`config.mk`:
```
export PLATFORM = sky130hd
export DESIGN_NAME = sdb_phy
export DESIGN_NICKNAME = d
export VERILOG_FILES = /design/src/rtl/sdb_pkg.sv /design/src/rtl/sdb_tick_gen.sv /design/src/rtl/sdb_edge_det.sv /design/src/rtl/sdb_shifter.sv /design/src/rtl/sdb_bit_ctrl.sv /design/src/rtl/sdb_phy.sv
export SDC_FILE = /design/constraint.sdc
export NUM_CORES = 1
export LEC_CHECK = 0
export ABC_AREA = 1
export BUFFER_PORTS_ARGS = -buffer_cell sky130_fd_sc_hd__buf_2
export CAP_MARGIN = 40
export CORE_UTILIZATION = 30
export CTS_CLUSTER_DIAMETER = 60
export DETAILED_ROUTE_END_ITERATION = 16
export GPL_TIMING_DRIVEN = 0
export PLACE_DENSITY = 0.5
export SKIP_CTS_REPAIR_TIMING = 1
export SYNTH_ARGS = -nofsm -noshare
export SYNTH_HDL_FRONTEND = slang
export SYNTH_SLANG_ARGS = --single-unit
```
`constraint.sdc`:
```
create_clock -name clk -period 1.7 [get_ports clk]
set_clock_uncertainty 0.15 [all_clocks]
set_input_delay 0 -clock clk [delete_from_list [all_inputs] [get_ports clk]]
set_output_delay 0 -clock clk [all_outputs]
set_load 0.05 [all_outputs]
```
`src/rtl/sdb_pkg.sv`:
```
package sdb_pkg;

    // Widest transfer; the short form carries half of it.
    localparam int DATA_W = 16;
    localparam int HALF_W = DATA_W / 2;
    localparam int NBIT_W = $clog2(DATA_W + 1);

    typedef enum logic [1:0] {
        ST_IDLE   = 2'd0,
        ST_ARMED  = 2'd1,
        ST_ACTIVE = 2'd2
    } link_state_e;

    typedef enum logic {
        DIR_RX = 1'b0,
        DIR_TX = 1'b1
    } link_dir_e;

    typedef struct packed {
        logic oe;
        logic hi;
    } pad_drive_t;

    function automatic logic [NBIT_W-1:0] bits_for(input logic word_sel);
        return word_sel ? NBIT_W'(DATA_W) : NBIT_W'(HALF_W);
    endfunction

endpackage

```
`src/rtl/sdb_tick_gen.sv`:
```
module sdb_tick_gen #(
    parameter int DIV = 8
) (
    input  logic clk,
    input  logic srst,
    output logic tick
);
    localparam int DW = (DIV > 1) ? $clog2(DIV) : 1;

    logic [DW-1:0] div_q;

    always_ff @(posedge clk) begin
        if (srst)
            div_q <= '0;
        else if (div_q == DW'(DIV - 1))
            div_q <= '0;
        else
            div_q <= div_q + 1'b1;
    end

    assign tick = (div_q == DW'(DIV - 1));

    // enables are isolated single-cycle pulses
    p_tick_gap_r2: assert property (@(posedge clk) disable iff (srst)
        tick |=> !tick);

endmodule

```
`src/rtl/sdb_edge_det.sv`:
```
module sdb_edge_det (
    input  logic clk,
    input  logic srst,
    input  logic tick,
    input  logic line_raw,
    output logic line_now,
    output logic fall
);
    logic sync1_q, sync2_q, prev_q;

    // Two-flop synchroniser at the fast clock; the previous level is
    // captured only on target-clock enables, so edges are seen per target clock.
    always_ff @(posedge clk) begin
        if (srst) begin
            sync1_q <= 1'b1;
            sync2_q <= 1'b1;
            prev_q  <= 1'b1;
        end else begin
            sync1_q <= line_raw;
            sync2_q <= sync1_q;
            if (tick)
                prev_q <= sync2_q;
        end
    end

    assign line_now = sync2_q;
    assign fall     = tick & prev_q & ~sync2_q;

endmodule

```
`src/rtl/sdb_shifter.sv`:
```
module sdb_shifter
    import sdb_pkg::*;
(
    input  logic              clk,
    input  logic              srst,
    input  logic              load_tx,
    input  logic              tx_word,
    input  logic [DATA_W-1:0] tx_data,
    input  logic              clear,
    input  logic              shift_in,
    input  logic              in_bit,
    input  logic              shift_out,
    input  logic              cap_word,
    output logic              out_bit,
    output logic [DATA_W-1:0] rx_data
);
    logic [DATA_W-1:0] sh_q;
    logic [DATA_W-1:0] load_val;

    // Short transfers are left-aligned so the MSB is always at the top.
    assign load_val = tx_word ? tx_data : {tx_data[HALF_W-1:0], {HALF_W{1'b0}}};

    always_ff @(posedge clk) begin
        if (srst)
            sh_q <= '0;
        else if (load_tx)
            sh_q <= load_val;
        else if (clear)
            sh_q <= '0;
        else if (shift_in)
            sh_q <= {sh_q[DATA_W-2:0], in_bit};
        else if (shift_out)
            sh_q <= {sh_q[DATA_W-2:0], 1'b0};
    end

    assign out_bit = sh_q[DATA_W-1];
    assign rx_data = cap_word ? sh_q : {{HALF_W{1'b0}}, sh_q[HALF_W-1:0]};

endmodule

```
`src/rtl/sdb_bit_ctrl.sv`:
```
module sdb_bit_ctrl
    import sdb_pkg::*;
#(
    parameter int BIT_TC      = 16,
    parameter int SAMPLE_TC   = 10,
    parameter int ZERO_END_TC = 13,
    parameter int PULSE_TC    = 7,
    parameter int TIMEOUT_TC  = 512
) (
    input  logic       clk,
    input  logic       srst,
    input  logic       tick,
    input  logic       fall,
    input  logic       rx_start,
    input  logic       rx_word,
    input  logic       tx_load,
    input  logic       tx_word,
    input  logic       out_bit,
    output logic       load_tx,
    output logic       clear,
    output logic       shift_in,
    output logic       shift_out,
    output logic       word_sel,
    output pad_drive_t drive,
    output logic       busy,
    output logic       rx_valid,
    output logic       tx_done,
    output logic       timeout
);
    localparam int CW = $clog2(BIT_TC + 1);
    localparam int TW = $clog2(TIMEOUT_TC + BIT_TC + 1);

    link_state_e        st_q;
    link_dir_e          dir_q;
    logic [NBIT_W-1:0]  left_q;
    logic [CW-1:0]      cnt_q;
    logic [TW-1:0]      idle_q;

    logic in_bit_win, bit_end, last_bit, quiet_end;

    assign in_bit_win = (st_q == ST_ACTIVE) && tick;
    assign bit_end    = in_bit_win && (cnt_q == CW'(BIT_TC - 1));
    assign last_bit   = (left_q == NBIT_W'(1));
    assign quiet_end  = (st_q == ST_ARMED) && tick && !fall &&
                        (idle_q == TW'(TIMEOUT_TC - 1));

    assign load_tx   = (st_q == ST_IDLE) && tx_load;
    assign clear     = (st_q == ST_IDLE) && rx_start && !tx_load;
    assign shift_in  = in_bit_win && (dir_q == DIR_RX) && (cnt_q == CW'(SAMPLE_TC));
    assign shift_out = bit_end && (dir_q == DIR_TX);
    assign busy      = (st_q != ST_IDLE);

    always_ff @(posedge clk) begin
        if (srst) begin
            st_q     <= ST_IDLE;
            dir_q    <= DIR_RX;
            word_sel <= 1'b0;
            left_q   <= '0;
            cnt_q    <= '0;
            idle_q   <= '0;
            rx_valid <= 1'b0;
            tx_done  <= 1'b0;
            timeout  <= 1'b0;
        end else begin
            rx_valid <= 1'b0;
            tx_done  <= 1'b0;
            timeout  <= 1'b0;
            case (st_q)
                ST_IDLE: begin
                    if (tx_load || rx_start) begin
                        st_q     <= ST_ARMED;
                        dir_q    <= tx_load ? DIR_TX : DIR_RX;
                        word_sel <= tx_load ? tx_word : rx_word;
                        left_q   <= bits_for(tx_load ? tx_word : rx_word);
                        cnt_q    <= '0;
                        idle_q   <= '0;
                    end
                end
                ST_ARMED: begin
                    if (tick) begin
                        if (fall) begin
                            st_q   <= ST_ACTIVE;
                            cnt_q  <= CW'(1);
                            idle_q <= '0;
                        end else if (quiet_end) begin
                            st_q    <= ST_IDLE;
                            timeout <= 1'b1;
                        end else begin
                            idle_q <= idle_q + 1'b1;
                        end
                    end
                end
                ST_ACTIVE: begin
                    if (tick) begin
                        idle_q <= idle_q + 1'b1;
                        if (bit_end) begin
                            cnt_q  <= '0;
                            left_q <= left_q - 1'b1;
                            if (last_bit) begin
                                st_q <= ST_IDLE;
                                if (dir_q == DIR_RX)
                                    rx_valid <= 1'b1;
                                else
                                    tx_done <= 1'b1;
                            end else begin
                                st_q <= ST_ARMED;
                            end
                        end else begin
                            cnt_q <= cnt_q + 1'b1;
                        end
                    end
                end
                default: st_q <= ST_IDLE;
            endcase
        end
    end

    // Pad drive: a zero holds the wire low through ZERO_END_TC, a one
    // gets a single speedup target clock.
    always_comb begin
        drive = '{oe: 1'b0, hi: 1'b0};
        if (st_q == ST_ACTIVE && dir_q == DIR_TX) begin
            if (!out_bit && cnt_q <= CW'(ZERO_END_TC))
                drive = '{oe: 1'b1, hi: 1'b0};
            else if (out_bit && cnt_q == CW'(PULSE_TC))
                drive = '{oe: 1'b1, hi: 1'b1};
        end
    end

    // completion of a receive is a single-cycle pulse with idle following
    p_rx_valid_pulse_r3: assert property (@(posedge clk) disable iff (srst)
        rx_valid |-> !busy ##1 !rx_valid);

    // completion of a transmit is a single-cycle pulse
    p_tx_done_pulse_r7: assert property (@(posedge clk) disable iff (srst)
        tx_done |=> !tx_done);

    // inside a bit window the controller stays in the window
    p_bit_hold_r8: assert property (@(posedge clk) disable iff (srst)
        (in_bit_win && cnt_q < CW'(BIT_TC - 1)) |=> (st_q == ST_ACTIVE));

    // an abort never coincides with a completion and leaves the block idle
    p_timeout_quiet_r9: assert property (@(posedge clk) disable iff (srst)
        timeout |-> (!rx_valid && !tx_done && !busy));

    // a start strobe while busy leaves direction unchanged
    p_busy_ignore_r11: assert property (@(posedge clk) disable iff (srst)
        (busy && (tx_load || rx_start)) |=> $stable(dir_q));

endmodule

```
`src/rtl/sdb_phy.sv`:
```
module sdb_phy
    import sdb_pkg::*;
#(
    parameter int DIV         = 8,
    parameter int BIT_TC      = 16,
    parameter int SAMPLE_TC   = 10,
    parameter int ZERO_END_TC = 13,
    parameter int PULSE_TC    = 7,
    parameter int TIMEOUT_TC  = 512
) (
    input  logic        clk,
    input  logic        srst,
    input  logic        line_in,
    output logic        pad_oe,
    output logic        pad_hi,
    input  logic        rx_start,
    input  logic        rx_word,
    output logic [15:0] rx_data,
    output logic        rx_valid,
    input  logic        tx_load,
    input  logic        tx_word,
    input  logic [15:0] tx_data,
    output logic        tx_done,
    output logic        busy,
    output logic        timeout
);
    localparam int RUN_W = $clog2(DIV * (ZERO_END_TC + 2) + 1);

    logic       tick, line_now, fall;
    logic       load_tx, clear, shift_in, shift_out, word_sel, out_bit;
    pad_drive_t drive;

    sdb_tick_gen #(.DIV(DIV)) u_tick (
        .clk  (clk),
        .srst (srst),
        .tick (tick)
    );

    sdb_edge_det u_edge (
        .clk      (clk),
        .srst     (srst),
        .tick     (tick),
        .line_raw (line_in),
        .line_now (line_now),
        .fall     (fall)
    );

    sdb_bit_ctrl #(
        .BIT_TC      (BIT_TC),
        .SAMPLE_TC   (SAMPLE_TC),
        .ZERO_END_TC (ZERO_END_TC),
        .PULSE_TC    (PULSE_TC),
        .TIMEOUT_TC  (TIMEOUT_TC)
    ) u_ctrl (
        .clk       (clk),
        .srst      (srst),
        .tick      (tick),
        .fall      (fall),
        .rx_start  (rx_start),
        .rx_word   (rx_word),
        .tx_load   (tx_load),
        .tx_word   (tx_word),
        .out_bit   (out_bit),
        .load_tx   (load_tx),
        .clear     (clear),
        .shift_in  (shift_in),
        .shift_out (shift_out),
        .word_sel  (word_sel),
        .drive     (drive),
        .busy      (busy),
        .rx_valid  (rx_valid),
        .tx_done   (tx_done),
        .timeout   (timeout)
    );

    sdb_shifter u_shift (
        .clk       (clk),
        .srst      (srst),
        .load_tx   (load_tx),
        .tx_word   (tx_word),
        .tx_data   (tx_data),
        .clear     (clear),
        .shift_in  (shift_in),
        .in_bit    (line_now),
        .shift_out (shift_out),
        .cap_word  (word_sel),
        .out_bit   (out_bit),
        .rx_data   (rx_data)
    );

    assign pad_oe = drive.oe;
    assign pad_hi = drive.hi;

    // Run-length counters of the two drive kinds, for the bounds below.
    logic [RUN_W-1:0] hi_run_q, lo_run_q;

    always_ff @(posedge clk) begin
        if (srst) begin
            hi_run_q <= '0;
            lo_run_q <= '0;
        end else begin
            hi_run_q <= (pad_oe && pad_hi)  ? hi_run_q + 1'b1 : '0;
            lo_run_q <= (pad_oe && !pad_hi) ? lo_run_q + 1'b1 : '0;
        end
    end

    // the speedup pulse never lasts longer than one target clock
    p_hi_short_r6: assert property (@(posedge clk) disable iff (srst)
        hi_run_q <= RUN_W'(DIV));

    // a low drive never exceeds the zero-bit hold
    p_lo_short_r5: assert property (@(posedge clk) disable iff (srst)
        lo_run_q <= RUN_W'(DIV * ZERO_END_TC));

    // the pad is released whenever no transfer is in progress
    p_idle_release_r1: assert property (@(posedge clk) disable iff (srst)
        (!busy && !$past(busy)) |-> !pad_oe);

endmodule

```
==> results of run 1 <==
-- critical path: cells and delay by family, from the launching register on --
family / cells / cell delay, ns
adder cells (fa/ha/maj): 2 / 0.25
AND/OR/NAND/NOR: 6 / 0.62
flip-flops: 1 / 0.36
buffers and inverters: 3 / 0.34
-- sequential cells by signal, summed over array words and instances (netlist names), 2 cells and up --
signal         count
u_ctrl.left_q      5
u_ctrl.cnt_q       5
u_ctrl.idle_q     10
u_shift.sh_q      16
u_tick.div_q       3
u_ctrl.st_q        2
-- cells in the mapped netlist, drive strengths merged --
master	number	share of area (%)
nand2	114	16
o22ai	1	0.21
nand3	30	5.5
clkbuf	5	0.63
ha	13	5.5
nor2	78	11
nor3	3	0.51
nand4	8	1.7
dfxtp	49	33
a21oi	27	4.5
or2	2	0.42
o21ai	42	7.3
nand3b	2	0.51
buf	15	4.3
inv	61	7.9
xor2	1	0.29
clkinv	1	0.17
a21o	1	0.25
-- layout by cell type (no fill, tap or decap), types with 8 or more instances in the layout --
cell type / count
sky130_fd_sc_hd__buf_4: 25
sky130_fd_sc_hd__nand2_2: 11
sky130_fd_sc_hd__nand3_1: 26
sky130_fd_sc_hd__dfxtp_1: 43
sky130_fd_sc_hd__o21ai_0: 34
sky130_fd_sc_hd__nor2_1: 55
sky130_fd_sc_hd__inv_2: 8
sky130_fd_sc_hd__nor2_2: 13
sky130_fd_sc_hd__inv_1: 50
sky130_fd_sc_hd__buf_2: 42
sky130_fd_sc_hd__dlygate4sd3_1: 15
sky130_fd_sc_hd__nand2_1: 96
sky130_fd_sc_hd__a21oi_1: 26
sky130_fd_sc_hd__nand4_1: 8
sky130_fd_sc_hd__nor2_4: 9
-- cell families (layout without fill, tap and decap cells) --
| family | after synthesis | in the layout | share of synthesized area (%) |
|---|---|---|---|
| buffers and inverters | 82 | 168 | 13.0 |
| adders and majority gates | 13 | 13 | 5.48 |
| AOI/OAI and AO/OA | 71 | 71 | 12.3 |
| and+or+nand+nor | 237 | 237 | 35.8 |
| DFF | 49 | 49 | 33.0 |
| xor gates and xnor gates | 1 | 1 | 0.295 |
-- routing by layer --
metal,GRT usage [%],share of wire [%]
met4,3.68,0.84
met1,20.8,50
met2,24.8,46
met5,0,0
met3,2.35,3.0
-- worst min-delay path by stage --
stage                     startpoint                           end  slack [ns]  cells after the start
final                     tx_data[7]  u_shift.sh_q[7]$_SDFFE_PP0P_       0.003                      5
after global routing      tx_data[7]  u_shift.sh_q[7]$_SDFFE_PP0P_        0.02                      5
after CTS                    line_in     u_edge.sync1_q$_SDFF_PP1_       -0.26                      2
after detailed placement     line_in     u_edge.sync1_q$_SDFF_PP1_        0.07                      2
after global placement       line_in     u_edge.sync1_q$_SDFF_PP1_        0.06                      2
after floorplan                 srst  u_ctrl.cnt_q[1]$_SDFFE_PP0P_       -0.09                      1
-- power by group through the flow --
stage / registers [mW] / clock network, mW / logic (mW)
after CTS: 1.58 / 0.878 / 2.51
after floorplan: 1.55 / 0 / 2.01
final: 1.60 / 0.844 / 3.16
after global routing: 1.64 / 0.916 / 3.44
after detailed placement: 1.60 / 0 / 2.50
after global placement: 1.60 / 0 / 2.49
-- layout make-up --
type	instances	area share (%)
repair buffers	78	13.4
well taps	129	3.92
multi-input cells	322	45.7
clock inverters	1	0.182
clock buffers	7	2.61
inverters	62	5.98
plain buffers	20	4.07
flip-flops and latches	49	24.1
==> load_flow_metrics.sql, run 1 <==
INSERT INTO impl_metrics (metric_group, metric, value, unit) VALUES
('status', 'status', 'complete, but fails checks', ''),
('status', 'failing_checks', 'setup timing', ''),
('final_layout', 'area.growth.synth_to_final', '38.7', '%'),
('power_and_ir_drop', 'sw_frac_of_total', '45.5', '%'),
('global_routing', 'global_route.usage.total', '15.2', '%'),
('final_layout', 'insertedDiodeCount', '0', ''),
('route', 'drtAntennaViolNets', '0', ''),
('route', 'drc_errors', '0', ''),
('floorplanning', 'die-width', '102', 'µm'),
('worst_setup_path', 'critPathMaxStageDelay', '0.36', 'ns'),
('sta', 'max_slew.worst_pin.slew', '0.548', 'ns'),
('floorplanning', 'num_rows', '35', ''),
('power_and_ir_drop', 'power_density', '1360', 'nW/µm²'),
('worst_setup_path', 'worst-endpoint-arrival', '1.89', 'ns'),
('placement', 'dpl_cell_area', '3430', 'µm²'),
('synthesis', 'synth.ff_latch_count', '49', ''),
('clocking', 'ctsHtreeMaxLevel', '2', ''),
('floorplanning', 'die-height', '102', 'µm'),
('global_routing', 'grt_start_max_net_pins', '16', ''),
('placement', 'number_of_placed_instances_with_taps_included', '626', ''),
('final_layout', 'multiInputGateArea', '1880', 'µm²'),
('worst_setup_path', 'worstReg2RegStart', 'u_tick.div_q[0]$_SDFF_PP0_', ''),
('floorplanning', 'start_util', '31.5', '%'),
('synthesis', 'count_of_mapped_cells_out_of_synthesis', '453', ''),
('placement', 'dpl.hpwl', '5680', 'µm'),
('route', 'detail_route.wl_per_cell', '11.9', 'µm'),
('clocking', 'cts.reportedPaths.clkPinSlew', '0.10', 'ns'),
('sta', 'fin_ws', '-0.121', 'ns'),
('clocking', 'cts_tree', 'yes', ''),
('worst_setup_path', 'worstSetupPathType', 'register to register', ''),
('route', 'detail_route.vias_per_cell', '4.49', ''),
('sta', 'relative_slew_slack', '63.1', '%'),
('final_layout', 'post_route_cells_drive_above_1_share', '31.2', '%'),
('floorplanning', 'dieArea', '10300', 'µm²'),
('sta', 'setup_tns', '-2.61', 'ns'),
('clocking', 'buffer_type_at_the_clock_tree_root', 'sky130_fd_sc_hd__clkbuf_8', ''),
('route', 'routed-via-count', '2998', ''),
('sta', 'final-setup-viol-count', '37', ''),
('sta', 'setup_repair_after_global_routing_missed_its_margin', 'true', ''),
('clocking', 'clock_latency', '0.31', 'ns'),
('final_layout', 'fin_util', '43.8', '%'),
('synthesis', 'yosys_warnings', '0', ''),
('power_and_ir_drop', 'power.net_switching', '2.55', 'mW'),
('worst_setup_path', 'cp_data_required_time', '1.76', 'ns'),
('global_routing', 'grt_pass1_wl', '12400', 'µm'),
('placement', 'port-buffer-count', '44', ''),
('clocking', 'cts_inserted_buffers', '5', ''),
('sta', 'layout_min_cycle_time', '1.82', 'ns'),
('synthesis', 'syn_nets', '489', ''),
('clocking', 'maximum_buffer_depth_of_the_clock_tree', '2', ''),
('sta', 'hold_slack', '0.00291', 'ns'),
('global_routing', 'grt_antenna_before_repair', '0', ''),
('route', 'drt-total-wl', '7940', 'µm'),
('power_and_ir_drop', 'power.total', '5.60', 'mW'),
('sta', 'layout_worst_path_cycle_share', '107', '%'),
('power_and_ir_drop', 'static-leakage-power', '1.89', 'nW'),
('power_and_ir_drop', 'clock_power_share', '15.1', '%'),
('floorplanning', 'pin_count', '45', ''),
('final_layout', 'register_area', '993', 'µm²'),
('worst_setup_path', 'type_of_element_capturing_the_critical_path', 'register', ''),
('run', 'max_cap_violations', '0', ''),
('global_routing', 'gr-total-overflow', '0', ''),
('synthesis', 'synth.yosys.seq_area_share', '33.0', '%'),
('final_layout', 'final_standard_cell_count_with_taps_included_and_fillers_excluded', '668', ''),
('synthesis', 'postSynthAreaPerCell', '6.56', 'µm²'),
('floorplanning', 'core_area', '9420', 'µm²'),
('worst_setup_path', 'worst-path-max-fanout', '10', ''),
('route', 'detail_route.iter0.violations', '95', ''),
('power_and_ir_drop', 'vdd_ir_drop_max', '0.493', 'mV'),
('worst_setup_path', 'worstRegToRegCells', '11', ''),
('worst_setup_path', 'r2r_end', 'u_shift.sh_q[14]$_SDFFE_PP0P_', '');
No activity file was read; power rests on OpenSTA's default activity.
==> run 2: changes to the inputs <==
--- a/constraint.sdc
+++ b/constraint.sdc
@@ -4,2 +4,2 @@
 set_output_delay 0 -clock clk [all_outputs]
-set_load 0.05 [all_outputs]
+set_load 0.1 [all_outputs]
==> load_flow_metrics.sql, run 2 (same netlist as run 1, synthesis figures left out) <==
INSERT INTO impl_metrics (metric_group, metric, value, unit) VALUES
('route', 'drc_errors', '0', ''),
('global_routing', 'global_route.usage.total', '15.6', '%'),
('clocking', 'clock_sink_count', '49', ''),
('final_layout', 'regMostFlops', 'u_shift.sh_q', ''),
('worst_setup_path', 'worstSetupPathType', 'register to register', ''),
('power_and_ir_drop', 'pwr-share-comb', '60.1', '%'),
('final_layout', 'post_route_cells_drive_above_1_share', '34.0', '%'),
('global_routing', 'gr-total-overflow', '0', ''),
('sta', 'relative_slew_slack', '57.6', '%'),
('route', 'detail_route.wl_per_cell', '12.4', 'µm'),
('worst_setup_path', 'worst-path-max-fanout', '8', ''),
('floorplanning', 'die-width', '102', 'µm'),
('clocking', 'ctsHtreeMaxLevel', '2', ''),
('worst_setup_path', 'start_kind', 'register', ''),
('sta', 'hold_slack', '-0.0447', 'ns'),
('power_and_ir_drop', 'power_frac_seq', '27.7', '%'),
('floorplanning', 'pin_count', '45', ''),
('sta', 'final-setup-viol-count', '40', ''),
('status', 'status', 'complete, but fails checks', ''),
('status', 'failing_checks', 'hold timing, setup timing', ''),
('clocking', 'maximum_buffer_depth_of_the_clock_tree', '2', ''),
('route', 'drt-total-wl', '8150', 'µm'),
('sta', 'setup_tns', '-3.74', 'ns'),
('final_layout', 'nets', '561', ''),
('placement', 'port-buffer-count', '44', ''),
('final_layout', 'area.growth.synth_to_final', '37.4', '%'),
('power_and_ir_drop', 'clock_power_share', '12.3', '%'),
('run', 'max_cap_violations', '0', ''),
('placement', 'gp_congestion', '0.791', ''),
('floorplanning', 'die-height', '102', 'µm'),
('global_routing', 'grt_start_max_net_pins', '16', ''),
('route', 'routed-via-count', '3027', ''),
('final_layout', 'insertedDiodeCount', '0', ''),
('final_layout', 'largest_register_ff_count', '16', ''),
('clocking', 'cts_inserted_buffers', '5', ''),
('power_and_ir_drop', 'static-leakage-power', '1.85', 'nW'),
('power_and_ir_drop', 'p_int', '2.83', 'mW'),
('sta', 'setup_repair_after_global_routing_missed_its_margin', 'true', ''),
('clocking', 'cts.reportedPaths.clkPinSlew', '0.10', 'ns'),
('route', 'drtAntennaViolNets', '0', ''),
('route', 'detail_route.iter0.violations', '63', ''),
('clocking', 'buffer_type_at_the_clock_tree_root', 'sky130_fd_sc_hd__clkbuf_8', ''),
('power_and_ir_drop', 'vdd_ir_drop_max', '0.821', 'mV'),
('global_routing', 'via_count_of_the_first_global_routing_pass', '2715', ''),
('worst_setup_path', 'type_of_element_capturing_the_critical_path', 'register', ''),
('worst_hold_path', 'worstHoldPathType', 'input port to register', ''),
('route', 'detail_route.vias_per_cell', '4.62', ''),
('floorplanning', 'core_area', '9420', 'µm²'),
('power_and_ir_drop', 'power.net_switching', '3.04', 'mW'),
('final_layout', 'most_common_library_cell_in_the_layout_ignoring_fill_and_taps', 'sky130_fd_sc_hd__nand2_1', ''),
('final_layout', 'nFillCells', '1016', ''),
('clocking', 'cts_tree', 'yes', ''),
('sta', 'hold_viol_final', '10', ''),
('sta', 'layout_worst_path_cycle_share', '110', '%'),
('sta', 'fin_ws', '-0.163', 'ns'),
('power_and_ir_drop', 'sw_frac_of_total', '51.8', '%'),
('worst_setup_path', 'cp_data_required_time', '1.77', 'ns'),
('sta', 'max_slew.worst_pin.slew', '0.636', 'ns'),
('final_layout', 'reg.largest.list', 'u_shift.sh_q x16, u_ctrl.idle_q x10', ''),
('floorplanning', 'num_rows', '35', ''),
('final_layout', 'final_cell_mix', '88 x sky130_fd_sc_hd__nand2_1, 54 x sky130_fd_sc_hd__nor2_1, 50 x sky130_fd_sc_hd__inv_1, 44 x sky130_fd_sc_hd__dfxtp_1, 42 x sky130_fd_sc_hd__buf_2', ''),
('global_routing', 'grt_pass1_wl', '12600', 'µm'),
('route', 'drtPass1Iterations', '4', ''),
('clocking', 'clock_latency', '0.32', 'ns'),
('global_routing', 'grt_antenna_before_repair', '0', ''),
('floorplanning', 'dieArea', '10300', 'µm²'),
('power_and_ir_drop', 'power_density', '1440', 'nW/µm²'),
('floorplanning', 'start_util', '31.5', '%'),
('placement', 'dpl.hpwl', '5750', 'µm'),
('worst_setup_path', 'worst-endpoint-arrival', '1.94', 'ns'),
('sta', 'maxSlewViolCount', '0', ''),
('sta', 'fmax', '537', 'MHz'),
('sta', 'layout_min_cycle_time', '1.86', 'ns');
run 2: cell types whose count changed in the layout (fill, tap and decap cells not counted), moves of 3 or more:
| cell | change |
|---|---|
| sky130_fd_sc_hd__nor2_4 | +4 |
| sky130_fd_sc_hd__dlygate4sd3_1 | -5 |
| sky130_fd_sc_hd__nand3_1 | -5 |
| sky130_fd_sc_hd__a21oi_1 | -7 |
| sky130_fd_sc_hd__a21oi_2 | +7 |
| sky130_fd_sc_hd__nand2_2 | +6 |
| sky130_fd_sc_hd__buf_4 | -9 |
| sky130_fd_sc_hd__o21ai_1 | +5 |
| sky130_fd_sc_hd__o21ai_0 | -5 |
| sky130_fd_sc_hd__nand2_1 | -8 |
| sky130_fd_sc_hd__nand2_4 | +3 |
| sky130_fd_sc_hd__nor2_2 | -3 |
| sky130_fd_sc_hd__nand3_2 | +4 |
run 2: through the flow:
step	power, mW	cell area (µm²)	cells	util (%)	setup slack, ns
finish	5.88	4080	655	43.4	-0.163
global route	6.27	4080	655	43.4	-0.251
CTS	5.29	3500	634	37.2	-0.435
detailed placement	4.56	3420	626	36.3	-0.395
global placement	4.54	3420	626	36.3	-0.393
floorplan	4.03	3040	453	-	-0.314
run 2: worst paths after layout:
check        slack, ns  cells past startpoint                       start                             to
max reg2reg      -0.16                     11  u_tick.div_q[0]$_SDFF_PP0_   u_shift.sh_q[8]$_SDFFE_PP0P_
min              -0.04                      5                 tx_data[13]  u_shift.sh_q[13]$_SDFFE_PP0P_
min reg2reg       0.26                      1   u_edge.sync1_q$_SDFF_PP1_     u_edge.line_now$_SDFF_PP1_
max              -0.16                     11  u_tick.div_q[0]$_SDFF_PP0_   u_shift.sh_q[8]$_SDFFE_PP0P_
run 2: layout make-up:
| class | instances | area (µm²) | share of cell area, % |
|---|---|---|---|
| tap | 129 | 161 | 3.95 |
| multi-input combinational | 322 | 1960 | 47.9 |
| sequential | 49 | 992 | 24.3 |
| timing repair buffer | 66 | 477 | 11.7 |
| buffer | 19 | 160 | 3.92 |
| inverter | 62 | 249 | 6.10 |
| clock inverter | 3 | 17.5 | 0.429 |
| clock buffer | 5 | 68.8 | 1.69 |
run 2: critical path, cell delays in order (launching register included):
cell and delay [ns]:
sky130_fd_sc_hd__dfxtp_2 0.36, sky130_fd_sc_hd__ha_4 0.14, sky130_fd_sc_hd__ha_4 0.12, sky130_fd_sc_hd__buf_8 0.13, sky130_fd_sc_hd__nand2_2 0.04, sky130_fd_sc_hd__nor2_1 0.09, sky130_fd_sc_hd__nand4_1 0.19, sky130_fd_sc_hd__nand2_4 0.19
sky130_fd_sc_hd__inv_8 0.06, sky130_fd_sc_hd__clkbuf_16 0.16, sky130_fd_sc_hd__nor2_2 0.07, sky130_fd_sc_hd__nor2_1 0.05
run 2: power groups by stage:
stage	Sequential [mW]	Combinational, mW	Clock (mW)
2_1_floorplan	1.56	2.47	0
3_3_place_gp	1.61	2.93	0
3_5_place_dp	1.62	2.94	0
4_1_cts	1.59	2.95	0.749
5_1_grt	1.66	3.83	0.791
6_report	1.63	3.53	0.721
run 2: per-layer routing:
| layer | global-route usage, % | vias up | wire length [µm] |
|---|---|---|---|
| li1 | - | 1565 | - |
| met1 | 19.2 | 1395 | 3820 |
| met2 | 27.8 | 57 | 3970 |
| met3 | 2.42 | 10 | 245 |
| met4 | 5.02 | 0 | 121 |
| met5 | 0 | - | 0 |
==> run 3: changes to the inputs <==
- PLACE_DENSITY: 0.5 -> 0.56
==> load_flow_metrics.sql, run 3 (same netlist as run 1, synthesis figures left out) <==
INSERT INTO impl_metrics (metric_group, metric, value, unit) VALUES
('worst_hold_path', 'worstHoldPathType', 'input port to register', ''),
('status', 'status', 'complete, but fails checks', ''),
('worst_setup_path', 'worst-endpoint-arrival', '1.96', 'ns'),
('clocking', 'maximum_buffer_depth_of_the_clock_tree', '2', ''),
('floorplanning', 'start_util', '31.5', '%'),
('placement', 'gp_congestion', '0.851', ''),
('worst_setup_path', 'worstReg2RegStart', 'u_ctrl.cnt_q[0]$_SDFFE_PP0P_', ''),
('placement', 'dpl_cell_area', '3420', 'µm²'),
('global_routing', 'global_route.usage.total', '14.9', '%'),
('final_layout', 'regMostFlops', 'u_shift.sh_q', ''),
('global_routing', 'via_count_of_the_first_global_routing_pass', '2653', ''),
('worst_setup_path', 'startpoint', 'u_ctrl.cnt_q[0]$_SDFFE_PP0P_', ''),
('global_routing', 'grt_pass1_wl', '12100', 'µm'),
('global_routing', 'grt_start_max_net_pins', '16', ''),
('route', 'routed-wl-met2', '4130', 'µm'),
('route', 'drc_errors', '0', ''),
('worst_setup_path', 'type_of_element_capturing_the_critical_path', 'register', ''),
('worst_setup_path', 'worst-path-max-fanout', '7', ''),
('final_layout', 'most_common_library_cell_in_the_layout_ignoring_fill_and_taps', 'sky130_fd_sc_hd__nand2_1', ''),
('route', 'detail_route.iter0.violations', '99', ''),
('sta', 'setup_repair_after_global_routing_missed_its_margin', 'true', ''),
('global_routing', 'gr-total-overflow', '0', ''),
('final_layout', 'area.growth.synth_to_final', '42.2', '%'),
('sta', 'relative_slew_slack', '59.3', '%'),
('power_and_ir_drop', 'power_density', '1430', 'nW/µm²'),
('final_layout', 'insertedDiodeCount', '0', ''),
('final_layout', 'reg.largest.list', 'u_shift.sh_q x16, u_ctrl.idle_q x10', ''),
('final_layout', 'final_cell_mix', '88 x sky130_fd_sc_hd__nand2_1, 53 x sky130_fd_sc_hd__nor2_1, 49 x sky130_fd_sc_hd__inv_1, 43 x sky130_fd_sc_hd__dfxtp_1, 42 x sky130_fd_sc_hd__buf_2', ''),
('final_layout', 'largest_register_ff_count', '16', ''),
('final_layout', 'nets', '573', ''),
('final_layout', 'final_design_area_no_fill', '4220', 'µm²'),
('sta', 'layout_worst_path_cycle_share', '111', '%'),
('worst_hold_path', 'hp-start', 'tx_data[9]', ''),
('route', 'detail_route.vias_per_cell', '4.58', ''),
('route', 'detail_route.wl_per_cell', '12.2', 'µm'),
('placement', 'number_of_placed_instances_with_taps_included', '626', ''),
('floorplanning', 'die-height', '102', 'µm'),
('floorplanning', 'die-width', '102', 'µm'),
('sta', 'final-setup-viol-count', '38', ''),
('floorplanning', 'num_rows', '35', ''),
('worst_setup_path', 'critPathMaxStageDelay', '0.40', 'ns'),
('status', 'failing_checks', 'hold timing, setup timing', ''),
('worst_setup_path', 'top_cell_family_by_delay_on_the_critical_path', 'simple AND/OR/NAND/NOR gates', ''),
('worst_setup_path', 'start_kind', 'register', ''),
('placement', 'dpl.hpwl', '5520', 'µm'),
('sta', 'maxSlewViolCount', '0', ''),
('worst_setup_path', 'critPathCapture', 'u_shift.sh_q[13]$_SDFFE_PP0P_', ''),
('floorplanning', 'dieArea', '10300', 'µm²'),
('sta', 'fin_ws', '-0.185', 'ns'),
('route', 'drt-total-wl', '8160', 'µm'),
('placement', 'port-buffer-count', '44', ''),
('clocking', 'clock_sink_count', '49', ''),
('global_routing', 'grt_antenna_before_repair', '0', ''),
('sta', 'layout_min_cycle_time', '1.89', 'ns'),
('final_layout', 'nFillCells', '965', ''),
('worst_setup_path', 'worst-path-buf-inv', '2', ''),
('route', 'drtPass1Iterations', '4', ''),
('floorplanning', 'pin_count', '45', ''),
('final_layout', 'post_route_cells_drive_above_1_share', '35.9', '%'),
('route', 'm1WireLength', '3710', 'µm'),
('route', 'drtAntennaViolNets', '0', ''),
('sta', 'hold_viol_final', '6', ''),
('clocking', 'buffer_type_at_the_clock_tree_root', 'sky130_fd_sc_hd__clkbuf_8', ''),
('worst_setup_path', 'worstRegToRegCells', '12', ''),
('sta', 'hold_slack', '-0.0558', 'ns'),
('run', 'max_cap_violations', '0', ''),
('power_and_ir_drop', 'static-leakage-power', '1.92', 'nW'),
('final_layout', 'final_standard_cell_count_with_taps_included_and_fillers_excluded', '667', ''),
('route', 'route.met3.wl', '201', 'µm'),
('route', 'maxUsedRoutingLayer', 'met4', ''),
('clocking', 'cts_inserted_buffers', '5', ''),
('worst_setup_path', 'worst-path-stages', '12', ''),
('worst_setup_path', 'setup.reg_to_reg.worst_slack', '-0.19', 'ns'),
('worst_setup_path', 'r2r_end', 'u_shift.sh_q[13]$_SDFFE_PP0P_', ''),
('worst_setup_path', 'cp_data_required_time', '1.77', 'ns'),
('power_and_ir_drop', 'vdd_ir_drop_max', '0.706', 'mV'),
('clocking', 'ctsHtreeMaxLevel', '2', ''),
('route', 'routed-via-count', '3053', ''),
('placement', 'preCtsSetupSlack', '-0.399', 'ns'),
('worst_setup_path', 'worstSetupPathType', 'register to register', ''),
('clocking', 'clock_latency', '0.32', 'ns'),
('worst_setup_path', 'max_stage_delay_cell_worst_path', 'sky130_fd_sc_hd__dfxtp_4', ''),
('floorplanning', 'core_area', '9420', 'µm²'),
('clocking', 'cts_tree', 'yes', ''),
('sta', 'setup_tns', '-4.31', 'ns'),
('sta', 'fmax', '530', 'MHz'),
('sta', 'max_slew.worst_pin.slew', '0.611', 'ns'),
('clocking', 'cts.reportedPaths.clkPinSlew', '0.10', 'ns'),
('worst_setup_path', 'path_cells', 'ha_4 -> nand2_4 -> nor2_2 -> ha_2 -> nand3_4 -> nor2_4 -> nor2_2 -> nand2_4 -> inv_8 -> clkbuf_16 -> nor2_1 -> nor2_1', '');
-- run 3: worst register-to-register path, stage by stage (launching register included) --
cell and delay [ns]:
sky130_fd_sc_hd__dfxtp_4 0.40, sky130_fd_sc_hd__ha_4 0.16, sky130_fd_sc_hd__nand2_4 0.06, sky130_fd_sc_hd__nor2_2 0.11, sky130_fd_sc_hd__ha_2 0.21, sky130_fd_sc_hd__nand3_4 0.11
sky130_fd_sc_hd__nor2_4 0.10, sky130_fd_sc_hd__nor2_2 0.05, sky130_fd_sc_hd__nand2_4 0.11, sky130_fd_sc_hd__inv_8 0.06, sky130_fd_sc_hd__clkbuf_16 0.16, sky130_fd_sc_hd__nor2_1 0.08
sky130_fd_sc_hd__nor2_1 0.05
-- run 3: through the flow --
stage	hold WS, ns	utilization [%]	power (mW)
5_1_grt	-0.00208	44.9	6.41
3_3_place_gp	0.0369	36.3	4.52
6_report	-0.0558	44.9	6.02
2_1_floorplan	-0.0883	-	4.03
4_1_cts	-0.297	37.2	5.29
3_5_place_dp	0.0367	36.3	4.55
-- run 3: final cells by class --
type                       instances  area [µm²]  share of cell area (%)
multi-input combinational        322        1970                    46.8
sequential                        49         996                    23.6
timing repair buffer              78         582                    13.8
inverter                          62         259                    6.13
buffer                            19         164                    3.88
tap                              129         161                    3.82
clock buffer                       6        72.6                    1.72
clock inverter                     2        13.8                   0.326
-- run 3: worst min-delay path by stage --
stage | slack (ns) | to | cells after the start
after floorplan | -0.09 | u_ctrl.cnt_q[1]$_SDFFE_PP0P_ | 1
after global placement | 0.04 | u_edge.sync1_q$_SDFF_PP1_ | 2
after detailed placement | 0.04 | u_edge.sync1_q$_SDFF_PP1_ | 2
after CTS | -0.30 | u_edge.sync1_q$_SDFF_PP1_ | 2
after global routing | -0.002 | u_shift.sh_q[9]$_SDFFE_PP0P_ | 5
final | -0.06 | u_shift.sh_q[9]$_SDFFE_PP0P_ | 5
-- run 3: report_power, final --
| part | switching (mW) | internal [mW] |
|---|---|---|
| clock network | 0.432 | 0.295 |
| registers | 0.238 | 1.40 |
| logic | 2.41 | 1.25 |
| total | 3.08 | 2.94 |
-- run 3: per-layer routing --
layer / track usage (%) / vias to the layer above
met2: 26.1 / 43
met3: 2.21 / 11
met5: 0 / -
met4: 4.68 / 0
met1: 18.6 / 1404
li1: - / 1595
